<file path="src/rtl/i2c_evt_pkg.sv">
package i2c_evt_pkg;
  localparam int BYTE_W = 8;

  localparam logic [1:0] RA_CTRL = 2'd0;
  localparam logic [1:0] RA_STAT = 2'd1;
  localparam logic [1:0] RA_DATA = 2'd2;

  typedef enum logic [1:0] {
    CMD_START, CMD_STOP, CMD_WRITE, CMD_READ
  } bus_cmd_e;

  typedef enum logic [3:0] {
    S_IDLE, S_START, S_EV_SB, S_ADDR, S_EV_ADDR,
    S_TX_WAIT, S_XFER, S_EV_BTF, S_STOP
  } seq_e;
endpackage

</file>
<file path="src/rtl/i2c_evt_tick.sv">
module i2c_evt_tick #(
  parameter int DIV = 4
) (
  input  logic clk,
  input  logic rst_n,
  input  logic run,
  output logic tick
);
  localparam int CW = (DIV > 1) ? $clog2(DIV) : 1;
  localparam logic [CW-1:0] LAST = CW'(DIV - 1);

  logic [CW-1:0] cnt;

  assign tick = run && (cnt == LAST);

  always_ff @(posedge clk or negedge rst_n) begin
    if (!rst_n)                   cnt <= '0;
    else if (!run || cnt == LAST) cnt <= '0;
    else                          cnt <= cnt + 1'b1;
  end
endmodule

</file>
<file path="src/rtl/i2c_evt_busmon.sv">
module i2c_evt_busmon #(
  parameter int SYNC = 2
) (
  input  logic clk,
  input  logic rst_n,
  input  logic scl_in,
  input  logic sda_in,
  output logic sda_s,
  output logic busy
);
  logic [SYNC-1:0] scl_q, sda_q;
  logic scl_p, sda_p, scl_now;

  assign scl_now = scl_q[SYNC-1];
  assign sda_s   = sda_q[SYNC-1];

  always_ff @(posedge clk or negedge rst_n) begin
    if (!rst_n) begin
      scl_q <= '1;
      sda_q <= '1;
      scl_p <= 1'b1;
      sda_p <= 1'b1;
      busy  <= 1'b0;
    end else begin
      scl_q <= {scl_q[SYNC-2:0], scl_in};
      sda_q <= {sda_q[SYNC-2:0], sda_in};
      scl_p <= scl_now;
      sda_p <= sda_s;
      if (scl_now && scl_p && sda_p && !sda_s)      busy <= 1'b1;
      else if (scl_now && scl_p && !sda_p && sda_s) busy <= 1'b0;
    end
  end
endmodule

</file>
<file path="src/rtl/i2c_evt_engine.sv">
module i2c_evt_engine
  import i2c_evt_pkg::*;
(
  input  logic              clk,
  input  logic              rst_n,
  input  logic              tick,
  input  logic              cmd_valid,
  input  bus_cmd_e          cmd,
  input  logic [BYTE_W-1:0] wbyte,
  input  logic              ack_out,
  input  logic              sda_s,
  output logic              run,
  output logic              done,
  output logic [BYTE_W-1:0] rbyte,
  output logic              ack_in,
  output logic              scl_lo,
  output logic              sda_lo
);
  localparam int BW = $clog2(BYTE_W + 1);
  localparam logic [BW-1:0] ACK_SLOT = BW'(BYTE_W);

  bus_cmd_e          cmd_q;
  logic [1:0]        ph;
  logic [BW-1:0]     bitn;
  logic [BYTE_W-1:0] sh;
  logic              ack_q;
  logic              is_rd, in_ack;

  assign is_rd  = (cmd_q == CMD_READ);
  assign in_ack = (bitn == ACK_SLOT);
  assign rbyte  = sh;

  always_ff @(posedge clk or negedge rst_n) begin
    if (!rst_n) begin
      cmd_q  <= CMD_START;
      ph     <= '0;
      bitn   <= '0;
      sh     <= '0;
      ack_q  <= 1'b0;
      ack_in <= 1'b0;
      run    <= 1'b0;
      done   <= 1'b0;
      scl_lo <= 1'b0;
      sda_lo <= 1'b0;
    end else begin
      done <= 1'b0;
      if (!run && cmd_valid) begin
        run   <= 1'b1;
        cmd_q <= cmd;
        ph    <= '0;
        bitn  <= '0;
        sh    <= wbyte;
        ack_q <= ack_out;
      end else if (run && tick) begin
        ph <= ph + 1'b1;
        case (cmd_q)
          CMD_START: begin
            if (ph == 2'd1) sda_lo <= 1'b1;
            if (ph == 2'd2) begin scl_lo <= 1'b1; run <= 1'b0; done <= 1'b1; end
          end
          CMD_STOP: begin
            if (ph == 2'd0) sda_lo <= 1'b1;
            if (ph == 2'd1) scl_lo <= 1'b0;
            if (ph == 2'd2) begin sda_lo <= 1'b0; run <= 1'b0; done <= 1'b1; end
          end
          default: begin
            case (ph)
              2'd0: begin
                scl_lo <= 1'b1;
                if (in_ack) sda_lo <= is_rd ? ack_q : 1'b0;
                else        sda_lo <= is_rd ? 1'b0 : ~sh[BYTE_W-1];
              end
              2'd1: scl_lo <= 1'b0;
              2'd2: begin
                if (!in_ack)     sh     <= {sh[BYTE_W-2:0], sda_s};
                else if (!is_rd) ack_in <= !sda_s;
              end
              default: begin
                scl_lo <= 1'b1;
                bitn   <= bitn + 1'b1;
                if (in_ack) begin run <= 1'b0; done <= 1'b1; end
              end
            endcase
          end
        endcase
      end
    end
  end
endmodule

</file>
<file path="src/rtl/i2c_evt_master.sv">
module i2c_evt_master
  import i2c_evt_pkg::*;
#(
  parameter int DIV = 4
) (
  input  logic       clk,
  input  logic       rst_n,
  input  logic [1:0] reg_addr,
  input  logic       reg_wr,
  input  logic       reg_rd,
  input  logic [7:0] reg_wdata,
  output logic [7:0] reg_rdata,
  output logic       irq,
  input  logic       scl_in,
  output logic       scl_oe,
  input  logic       sda_in,
  output logic       sda_oe
);
  seq_e st;
  logic ctrl_start, ctrl_stop, ctrl_ack, ctrl_ie;
  logic ev_sb, ev_addr, ev_btf, evf, armed;
  logic master, rxdir, nack;
  logic [BYTE_W-1:0] data_tx, data_rx, eng_rbyte;
  logic cmd_go, tick, eng_run, eng_done, eng_ack, sda_s, bus_busy;
  bus_cmd_e cmd_sel;
  logic sr_rd, dr_rd, dr_wr, cr_wr;

  assign sr_rd = reg_rd && reg_addr == RA_STAT;
  assign dr_rd = reg_rd && reg_addr == RA_DATA;
  assign dr_wr = reg_wr && reg_addr == RA_DATA;
  assign cr_wr = reg_wr && reg_addr == RA_CTRL;
  assign evf   = ev_sb | ev_addr | ev_btf;
  assign irq   = evf & ctrl_ie;

  i2c_evt_tick #(.DIV(DIV)) u_tick (
    .clk(clk), .rst_n(rst_n), .run(eng_run), .tick(tick)
  );

  i2c_evt_busmon u_mon (
    .clk(clk), .rst_n(rst_n), .scl_in(scl_in), .sda_in(sda_in),
    .sda_s(sda_s), .busy(bus_busy)
  );

  i2c_evt_engine u_eng (
    .clk(clk), .rst_n(rst_n), .tick(tick), .cmd_valid(cmd_go), .cmd(cmd_sel),
    .wbyte(data_tx), .ack_out(ctrl_ack), .sda_s(sda_s), .run(eng_run),
    .done(eng_done), .rbyte(eng_rbyte), .ack_in(eng_ack),
    .scl_lo(scl_oe), .sda_lo(sda_oe)
  );

  always_comb begin
    case (reg_addr)
      RA_CTRL: reg_rdata = {4'b0, ctrl_ie, ctrl_ack, ctrl_stop, ctrl_start};
      RA_STAT: reg_rdata = {nack, rxdir, master, bus_busy, ev_addr, ev_btf, ev_sb, evf};
      RA_DATA: reg_rdata = data_rx;
      default: reg_rdata = '0;
    endcase
  end

  // status read while an event is pending arms the clearing access
  always_ff @(posedge clk or negedge rst_n) begin
    if (!rst_n)     armed <= 1'b0;
    else if (!evf)  armed <= 1'b0;
    else if (sr_rd) armed <= 1'b1;
  end

  always_ff @(posedge clk or negedge rst_n) begin
    if (!rst_n) begin
      st <= S_IDLE;
      {ctrl_ie, ctrl_ack, ctrl_stop, ctrl_start} <= '0;
      {ev_sb, ev_addr, ev_btf, master, rxdir, nack} <= '0;
      data_tx <= '0;
      data_rx <= '0;
      cmd_go  <= 1'b0;
      cmd_sel <= CMD_START;
    end else begin
      cmd_go <= 1'b0;
      if (cr_wr) {ctrl_ie, ctrl_ack, ctrl_stop, ctrl_start} <= reg_wdata[3:0];
      if (dr_wr) data_tx <= reg_wdata;
      case (st)
        S_IDLE: if (ctrl_start) begin
          ctrl_start <= 1'b0;
          if (!bus_busy) begin
            master <= 1'b1; nack <= 1'b0; rxdir <= 1'b0;
            cmd_go <= 1'b1; cmd_sel <= CMD_START; st <= S_START;
          end
        end
        S_START: if (eng_done) begin ev_sb <= 1'b1; st <= S_EV_SB; end
        S_EV_SB: if (armed && dr_wr) begin
          ev_sb <= 1'b0; rxdir <= reg_wdata[0];
          cmd_go <= 1'b1; cmd_sel <= CMD_WRITE; st <= S_ADDR;
        end
        S_ADDR: if (eng_done) begin
          ev_addr <= 1'b1; nack <= !eng_ack; st <= S_EV_ADDR;
        end
        S_EV_ADDR: if (armed && cr_wr) begin
          ev_addr <= 1'b0;
          if (reg_wdata[1]) begin cmd_go <= 1'b1; cmd_sel <= CMD_STOP; st <= S_STOP; end
          else if (rxdir)   begin cmd_go <= 1'b1; cmd_sel <= CMD_READ; st <= S_XFER; end
          else              st <= S_TX_WAIT;
        end
        S_TX_WAIT: begin
          if (dr_wr) begin cmd_go <= 1'b1; cmd_sel <= CMD_WRITE; st <= S_XFER; end
          else if (cr_wr && reg_wdata[1]) begin cmd_go <= 1'b1; cmd_sel <= CMD_STOP; st <= S_STOP; end
        end
        S_XFER: if (eng_done) begin
          if (rxdir) begin
            data_rx <= eng_rbyte; ev_btf <= 1'b1; st <= S_EV_BTF;
          end else begin
            nack <= nack | !eng_ack;
            if (ctrl_stop) begin cmd_go <= 1'b1; cmd_sel <= CMD_STOP; st <= S_STOP; end
            else begin ev_btf <= 1'b1; st <= S_EV_BTF; end
          end
        end
        S_EV_BTF: if (armed) begin
          if (rxdir && dr_rd) begin
            ev_btf <= 1'b0; cmd_go <= 1'b1;
            if (ctrl_stop) begin cmd_sel <= CMD_STOP; st <= S_STOP; end
            else           begin cmd_sel <= CMD_READ; st <= S_XFER; end
          end else if (!rxdir && dr_wr) begin
            ev_btf <= 1'b0; cmd_go <= 1'b1; cmd_sel <= CMD_WRITE; st <= S_XFER;
          end else if (!rxdir && cr_wr && reg_wdata[1]) begin
            ev_btf <= 1'b0; cmd_go <= 1'b1; cmd_sel <= CMD_STOP; st <= S_STOP;
          end
        end
        S_STOP: if (eng_done) begin master <= 1'b0; ctrl_stop <= 1'b0; st <= S_IDLE; end
        default: st <= S_IDLE;
      endcase
    end
  end
endmodule

</file>
<file path="config.mk">
export PLATFORM = sky130hd
export DESIGN_NAME = i2c_evt_master
export DESIGN_NICKNAME = d
export VERILOG_FILES = /design/src/rtl/i2c_evt_pkg.sv /design/src/rtl/i2c_evt_tick.sv /design/src/rtl/i2c_evt_busmon.sv /design/src/rtl/i2c_evt_engine.sv /design/src/rtl/i2c_evt_master.sv
export SDC_FILE = /design/constraint.sdc
export NUM_CORES = 1
export LEC_CHECK = 0
export ABC_CLOCK_PERIOD_IN_PS = 1900
export CAP_MARGIN = 5
export CELL_PAD_IN_SITES_DETAIL_PLACEMENT = 0
export CELL_PAD_IN_SITES_GLOBAL_PLACEMENT = 1
export CORE_AREA = 3 3 93 95
export DETAILED_ROUTE_END_ITERATION = 8
export DIE_AREA = 0 0 96 98
export DONT_BUFFER_PORTS = 1
export GPL_ROUTABILITY_DRIVEN = 0
export HOLD_SLACK_MARGIN = 0.08
export PLACE_DENSITY = 0.83
export SLEW_MARGIN = 0
export SYNTH_ARGS = -nofsm -noshare
export SYNTH_HDL_FRONTEND = slang
export SYNTH_HIERARCHICAL = 1
export SYNTH_SLANG_ARGS = --single-unit
</file>
<file path="constraint.sdc">
create_clock -name clk -period 1.9 [get_ports clk]
set_input_delay 0.57 -clock clk [delete_from_list [all_inputs] [get_ports clk]]
set_output_delay 0.57 -clock clk [all_outputs]
set_load 0.02 [all_outputs]
</file>
# --- Word level (Yosys, flattened, before mapping) ---
# Index checks and enable logic that the tools add are counted.
word_totals:
  reg_bits: 65
  inputBits: 16
  output_inout_bits: 11
  word_cells: 268
op_classes:
  addsub: 3
  eq_ne: 42
  mux: 125
  n_bitwise: 8
  reduce_logical: 58
ops:
  columns: ["operator", "n"]
  rows:
  - ["two-way mux 4 bit", 22]
  - ["two-way mux 1 bit", 65]
  - ["two-way mux 2 bit", 20]
  - ["two-way mux 8 bit", 5]
  - ["case mux 4 bit (9 select lines)", 1]
  - ["case mux 8 bit (3 select lines)", 1]
  - ["!= test 2 x 1 -> 1 bit, second input constant", 10]
  - ["logical AND 1 bit", 19]
  - ["== test 4 x 3 -> 1 bit, second input constant", 4]
  - ["!= test 2 bit, second input constant", 8]
  - ["case mux 1 bit (2 select lines)", 8]
  - ["AND reduction 4 bit", 4]
  - ["nonzero test 2 bit", 8]
  - ["AND reduction 5 bit", 3]
  - ["!= test 3 bit, second input constant", 4]
  - ["case mux 2 bit (6 select lines)", 1]
  - ["AND reduction 12 bit", 1]
  - ["AND reduction 3 bit", 4]
  - ["AND reduction 6 bit", 2]
  - ["AND reduction 11 bit", 1]
  - ["nonzero test 3 bit", 3]
  - ["== test 2 bit, second input constant", 4]
  - ["== test 4 x 2 -> 1 bit, second input constant", 2]
  - ["== test 4 bit, second input constant", 2]
  - ["other kinds (19)", 34]

# --- Longest topological paths before layout ---
# Gate-level depths: netlist of the first run.
depth:
  ltp_word: 9
  ltp_mapped: 7

# --- Modules after synthesis ---
# The synthesis of the first run kept the hierarchy.
modules_own_cells:
  columns: ["module", "instances", "cells_per_inst", "area_per_inst_um2"]
  rows:
  - ["i2c_evt_master", 1, 214, 2021.9]
  - ["i2c_evt_engine", 1, 107, 1166.1]
  - ["i2c_evt_busmon", 1, 11, 216.5]
  - ["i2c_evt_tick", 1, 6, 91.3]

# --- Worst setup path after synthesis of the first run ---
# OpenSTA, ideal clock, no wires.
synth_path:
  path_type: "input-to-reg"
  from: "in reg_addr[0]"
  to: "reg st[2]"
  t_arrival_ns: 2.093
  required_ns: 1.775
  slack_ns: -0.318
  cell_stages: 6
  path_buffers: 1
  path_cell_list: "buf_6 > nor3b_4 > a21boi_2 > o21a_1 > a2111oi_4 > mux2_4"
synth_between:
  elab_chain_cells: 7
synth_rtl:
  columns: ["element", "line", "source"]
  rows:
  - ["start, declared", "i2c_evt_master.sv:8", "input logic [1:0] reg_addr,"]
  - ["== test 2 bit", "i2c_evt_master.sv:29, i2c_evt_master.sv:30", null]
  - ["logical AND 1 bit", "i2c_evt_master.sv:30", "assign dr_wr = reg_wr && reg_addr == RA_DATA;"]
  - ["logical AND 1 bit", "i2c_evt_master.sv:120", "end else if (!rxdir && dr_wr) begin"]
  - ["two-way mux 4 bit", "i2c_evt_master.sv:120", null]
  - ["two-way mux 4 bit", "i2c_evt_master.sv:116", "if (rxdir && dr_rd) begin"]
  - ["two-way mux 4 bit", "i2c_evt_master.sv:115", "S_EV_BTF: if (armed) begin"]
  - ["case mux 4 bit (9 select lines)", "i2c_evt_master.sv:80", "case (st)"]
  - ["end signal, assigned", "i2c_evt_master.sv:118", "if (ctrl_stop) begin cmd_sel <= CMD_STOP; st <= S_STOP; end"]
  - ["end signal, assigned", "i2c_evt_master.sv:119", "else begin cmd_sel <= CMD_READ; st <= S_XFER; end"]
  - ["end signal, assigned", "i2c_evt_master.sv:121", "ev_btf <= 1'b0; cmd_go <= 1'b1; cmd_sel <= CMD_WRITE; st <= S_XFER;"]
  - ["end, declared", "i2c_evt_master.sv:19", "seq_e st;"]
# Several ways; a longest one is shown, not always the timed one. The select of a mux whose other input is x is not followed.
# A chain may end at the register's enable or synchronous reset.

# --- Worst setup path in the final report of the first run ---
layout_path:
  from: "reg st[3]"
  to: "reg st[3]"
layout_between:
  elab_chain_cells: 3
layout_rtl:
  columns: ["element", "line", "source"]
  rows:
  - ["start signal, assigned", "i2c_evt_master.sv:69", "st <= S_IDLE;"]
  - ["start signal, assigned", "i2c_evt_master.sv:85", "cmd_go <= 1'b1; cmd_sel <= CMD_START; st <= S_START;"]
  - ["start signal, assigned", "i2c_evt_master.sv:88", "S_START: if (eng_done) begin ev_sb <= 1'b1; st <= S_EV_SB; end"]
  - ["== test 4 x 3 -> 1 bit (tied with other cells)", "i2c_evt_master.sv:80", null]
  - ["!= test 4 bit (no line) (tied with other cells)", null, null]
  - ["AND reduction 11 bit (no line)", null, null]
# Several ways; a longest one is shown, not always the timed one.

==> results of run 1 <==
Yosys cell counts, types with 4 or more instances:
master     n  share of area (%)
dfrtp_1   59                 42
nand2_1   45                4.8
clkbuf_1  16                1.7
mux2_2    16                5.2
inv_1     15                1.6
o21ai_0   15                2.1
nor2_1    14                1.5
a21oi_1   13                1.9
mux2i_1    9                2.6
ha_1       8                2.9
nand3_1    8                1.1
a221o_1    7                2.0
a22o_1     6                1.5
a31oi_1    6                1.1
dfstp_2    6                4.5
nand2b_1   5               0.89
nor2b_1    5               0.89
nor3_1     5               0.72
nor3b_1    5                1.1
buf_6      4                1.3
nand4_1    4               0.72
per-layer routing:
metal  GRT usage (%)  vias to the layer above  share of wire (%)
li1                -                     1330                  -
met1            24.6                     1380                 45
met2            28.9                       68                 49
met3            6.01                       17                5.0
met4            4.38                        0                1.9
met5               0                        -                  0
placed cells by master, fill, tap and decap left out, types with 8 or more instances in the layout:
cell type and count:
mux2i_1 9, nor2_1 13, nand3_1 8, nand2_1 45, a21oi_1 13, o21ai_0 15
clkbuf_8 9, buf_4 55, dfrtp_1 55, mux2_2 14, inv_1 15
power by group:
| group | total [uW] | switching, uW | internal [uW] | leakage, uW |
|---|---|---|---|---|
| clock network | 1330 | 581 | 752 | 0.000115 |
| logic | 2580 | 1190 | 1400 | 0.00105 |
| registers | 2180 | 409 | 1770 | 0.000805 |
worst max path at each step:
stage	from	end	slack (ns)
after floorplan	reg_addr[0]	st[2]	-0.31
after global placement	reg_wr	st[2]	-0.11
after detailed placement	reg_wr	st[2]	-0.12
after CTS	st[0]	st[0]	0.005
after global routing	st[3]	st[3]	-0.11
final	st[3]	st[3]	-0.06
cells by family (layout without fill, tap and decap cells):
| logic type | after synthesis | count (layout) | share of synthesized area [%] |
|---|---|---|---|
| compound gates | 78 | 78 | 16.5 |
| simple gates | 121 | 121 | 19.8 |
| fa+ha+maj | 8 | 8 | 2.86 |
| xor+xnor | 3 | 3 | 0.752 |
| buf+inv | 36 | 90 | 4.76 |
| mux | 27 | 27 | 8.59 |
| flops | 65 | 65 | 46.7 |
critical path: stages (launching register included):
cell,delay [ns]
dfrtp_2,0.48
buf_12,0.15
nor4bb_1,0.34
a21boi_2,0.21
o21a_1,0.15
a2111oi_4,0.08
buf_4,0.16
a32o_1,0.26
stage by stage:
step                      cell area, um^2  TNS, ns  util (%)  hold slack, ns
after global placement               3880   -0.508      49.7           0.277
after floorplan                      3500    -1.08         -           0.274
after global routing                 4270   -0.381      54.7          -0.125
after CTS                            4170        0      53.4          -0.111
final                                4270   -0.125      54.7         -0.0978
after detailed placement             3880   -0.663      49.7           0.277
timing repair:
action / CTS / global route
setup buffers: 5 / 7
endpoints found under the hold margin: 65 / 65
resized for setup: 12 / 11
pin swaps: 2 / 4
setup endpoints to repair: 8 / 11
final cells by class:
type / instances / share of cell area, %
clock buffer: 9 / 2.90
clock inverter: 7 / 2.34
timing repair buffer: 59 / 11.1
inverter: 15 / 1.32
sequential: 65 / 38.4
tap: 102 / 2.99
multi-input combinational: 237 / 41.0
registers in the layout (all words and copies together) (netlist names), 4 cells and up:
register and flops:
data_rx 8, data_tx 8, u_eng/rbyte 8, st 4, u_eng/bitn 4
==> results.ini, run 1 <==
[logic_synthesis]
synth_edf_count = 0
syn_inst = 338
synth_area_per_cell_um2 = 10.3
ys_warn_count = 6
synth_ff_type = dfrtp_1
syn_nets = 362
synth_cell_type_count = 61
ys_seq_elements = 65
yosysSeqAreaShare_pct = 46.7
syn-cell-area_um2 = 3500
async_reset_ff_share_pct = 100

[clocking]
cts_made_buffers = 9
cts.sinks = 65
htree_levels = 3
cts_max_path_buffers = 2
clock_latency_ns = 0.35
cts.clk_slew.worst_paths_ns = 0.09
root_buffer = clkbuf_8
cts_tree = built

[critical_path]
crit_path_end_kind = flip-flop
r2r_slack_ns = -0.06
reg2reg_to = st[3]
r2r_cells = 7
cp-start-kind = flip-flop
critical_path_arrival_ns = 2.20
path_class = reg -> reg
critPathMaxFanout = 7
cp_data_required_time_ns = 2.14
crit-reg2reg-launch = st[3]

[timing]
finalHoldViolations = 59
fmax_ghz = 0.511
fin_skew_ns = 0.0162
maxSlewHeadroom_pct = 48.1
period_minus_slack_ns = 1.96
setup_viol = 4
report.final.slew_viol_count = 0
tightest_slew_ns = 0.778
layout_setup_ws_ns = -0.0571
fin_crit_sh_pct = 103
fin_hold_ws_ns = -0.0978
rsz0062_at_grt = true

[floorplanning]
core_um2 = 7810
rows = 32
top_level_ports = 27
initial_utilization_pct = 44.8
die_height_um = 98
die_x_um = 96
dieArea_um2 = 9410

[flow_run]
drv_cap = 0

[cells_and_area]
syn_to_final_growth_pct = 22.2
n_antenna_cell = 0
seqCellArea_um2 = 1640
multi_input_area_um2 = 1750
nFillCells = 662
final_cells = 494
layout-drive-gt1-share_pct = 32.4
nNetsFinal = 411

[grt]
grtUsageTotal_pct = 18.4
grt_pass1_wl_um = 13500
grt_max_degree = 66
antenna_found_initial = 0
grt_pass1_vias = 2706
grt_overflow = 0

[power_and_ir_drop]
powerDensity_nw_per_um2 = 1430
peakVddDrop_mv = 0.641
p_leak_uw = 0.00197
totalPowerFinal_uw = 6100

[drt]
antenna_left = 0
drt_iter0_drc = 264
wirelength_um = 8340
vias_per_cell = 5.66
vias = 2795
drt_pass1_iterations = 4
routedWlPerCell_um = 16.9
drc = 0

[hold_path]
hold_path_class = in -> async

[placed_design]
post-place-ws_ns = -0.123
portBuffers = 0
dpl.hpwl_um = 5790
dp_cells = 466

[run_status]
status = finished, violations left
violations = hold timing, setup timing

(Power assumes the default switching activity.)
==> run 2: changes to the inputs <==
Settings changed: SLEW_MARGIN 0 to 20.
==> results of run 2 <==
Same layout as run 1: the final DEF is identical, and so are final timing and power.
==> run 3: changes to the inputs <==
Settings changed: CORE_AREA 3 3 93 95 to 3 3 91 93, DIE_AREA 0 0 96 98 to 0 0 94 96, PLACE_DENSITY 0.83 to 0.85, SYNTH_HIERARCHICAL 1 to not set.
==> run 3 against run 2 <==
Compared with the run above:
- the run still ends with hold timing, setup timing left
- clock power is 22% lower
- global-route usage is 0.052 points higher
- clock skew is 0.0068 ns lower
- combinational power is 93% lower
- sequential share of layout area is 4.1 points higher
- flip-flop and latch count stayed put
- sequential power is 31% lower
- non-clock buffer count is 32 lower
- cell count is 9.5% lower
- via count is 7.6% lower
- total power is 55% lower
- die area is 4.1% lower
==> results.ini, run 3 <==
[critical_path]
critical_path_arrival_ns = 1.37
critPathMaxFanout = 2
cp-start-kind = flip-flop
cpMostUsedCell = o21ai_1
r2r_slack_ns = 0.09
r2r_cells = 5
crit_chain = nor3_2, nand2_1, o21ai_1, o21ai_1, buf_4
path_class = reg -> out
crit_path_end_kind = output pin
startpoint = ev_addr
reg2reg_to = cmd_sel[1]
crit-reg2reg-launch = st[3]
slowest_delay_ns = 0.41
cp-endpoint = reg_rdata[0]
cp_slowest_cell = dfrtp_1
cp_data_required_time_ns = 1.33

[placed_design]
dpl.hpwl_um = 5460
post-place-ws_ns = 0.0412
portBuffers = 0

[cells_and_area]
n_antenna_cell = 0
syn_to_final_growth_pct = 11.6
nFillCells = 710
final_common_cell = dfrtp_1
final_cell_mix = 57 x dfrtp_1, 27 x buf_4, 24 x nand2_1
layout-drive-gt1-share_pct = 24.1
nNetsFinal = 363
final_util_pct = 50.7

[logic_synthesis]
synth_top_area_share_pct = 42.8
yosysSeqAreaShare_pct = 47.3
synth_cell_type_count = 72
ys_seq_elements = 65
syn_nets = 344
async_reset_ff_share_pct = 100
syn-cell-area_um2 = 3450
synth_area_leaders = dfrtp_1 43%, mux2_2 4.9%, mux2i_1 4.6%
synth_top_area_cell = dfrtp_1
synth_most_common_cell = dfrtp_1
syn_inst = 321
synth_area_per_cell_um2 = 10.8
synth_commonest_cells = 59 x dfrtp_1, 24 x nand2_1, 23 x nor2_1
synth_edf_count = 0
ys_warn_count = 0
synth_ff_type = dfrtp_1

[drt]
vias_per_cell = 5.78
drt_pass1_iterations = 4
vias = 2583
drt_iter0_drc = 180
antenna_left = 0
drc = 0
wirelength_um = 7760
routedWlPerCell_um = 17.3

[run_status]
violations = hold timing, setup timing
status = finished, violations left

[timing]
rsz0062_at_grt = true
fmax_ghz = 0.514
tightest_slew_ns = 0.515
layout_setup_ws_ns = -0.0447
report.final.slew_viol_count = 0
fin_hold_ws_ns = -0.0996
fin_crit_sh_pct = 102
setup_viol = 1
finalHoldViolations = 59
maxSlewHeadroom_pct = 65.7
tns_ns = -0.0447
fin_skew_ns = 0.00940
period_minus_slack_ns = 1.94

[clocking]
cts_made_buffers = 9
htree_levels = 3
clock_latency_ns = 0.35
cts_tree = built
cts.clk_slew.worst_paths_ns = 0.08
root_buffer = clkbuf_8
cts.sinks = 65
cts_max_path_buffers = 2

[power_and_ir_drop]
peakVddDrop_mv = 0.534
p_leak_uw = 0.00168
powerDensity_nw_per_um2 = 704
totalPowerFinal_uw = 2710

[flow_run]
drv_cap = 0

[grt]
grt_overflow = 0
antenna_found_initial = 0
grt_pass1_wl_um = 12800
grtUsageTotal_pct = 18.5
grt_pass1_vias = 2507
grt_max_degree = 66

[floorplanning]
initial_utilization_pct = 45.4
core_um2 = 7610
rows = 32
die_height_um = 96
die_x_um = 94
dieArea_um2 = 9020
top_level_ports = 27

[hold_path]
hold_path_class = in -> async

run 3: how the worst min path moves through the flow:
stage / end / depth (start not counted)
2_1_floorplan: armed / 0
3_3_place_gp: st[3] / 0
3_5_place_dp: st[3] / 0
4_1_cts: st[3] / 0
5_1_grt: st[0] / 0
6_report: st[0] / 0
run 3: metal layers:
layer,share of wire [%],vias to the layer above,global-route usage (%)
met4,1.4,0,6.38
li1,-,1218,-
met5,0,-,0
met2,47,86,28.7
met3,6.5,10,4.85
met1,45,1269,25.1
run 3: kinds of logic (layout without fill, tap and decap cells):
| group | count (synthesis) | after routing | synth area share, % |
|---|---|---|---|
| compound gates | 82 | 82 | 17.2 |
| mux | 38 | 38 | 11.8 |
| buf+inv | 32 | 56 | 4.78 |
| fa+ha+maj | 7 | 7 | 2.54 |
| simple gates | 95 | 95 | 15.8 |
| xor+xnor | 2 | 2 | 0.507 |
| flops | 65 | 65 | 47.3 |
run 3: area by class of cell:
class / count / area [um^2] / area share (%)
Clock buffer: 9 / 124 / 3.21
Clock inverter: 7 / 47.5 / 1.23
Inverter: 13 / 48.8 / 1.27
Multi-Input combinational cell: 224 / 1670 / 43.2
Sequential cell: 65 / 1640 / 42.5
Tap cell: 102 / 128 / 3.31
Timing Repair Buffer: 27 / 203 / 5.26
run 3: critical path: cells and delay by family, from the launching register on:
| kind | cells | cell delay, ns |
|---|---|---|
| AO/OA/AOI/OAI | 2 | 0.17 |
| buffers and inverters | 1 | 0.16 |
| flip-flops | 1 | 0.41 |
| AND/OR/NAND/NOR | 2 | 0.30 |
run 3: power breakdown:
part	internal [uW]	switching [uW]	total [uW]
combinational	87.1	87.3	174
clock	469	570	1040
sequential	1450	51.0	1500
total	2010	708	2710
run 3: repair_timing:
action                                  CTS  global route
buffers inserted                          2             1
resized for setup                         3             3
pin swaps                                 1             3
endpoints found under the setup margin    2             4
endpoints found under the hold margin    65            65
run 3: through the flow:
stage,instances,cell area (um^2)
after detailed placement,428,3640
after floorplan,321,3450
after global routing,447,3850
after CTS,446,3840
after global placement,428,3640
final,447,3850
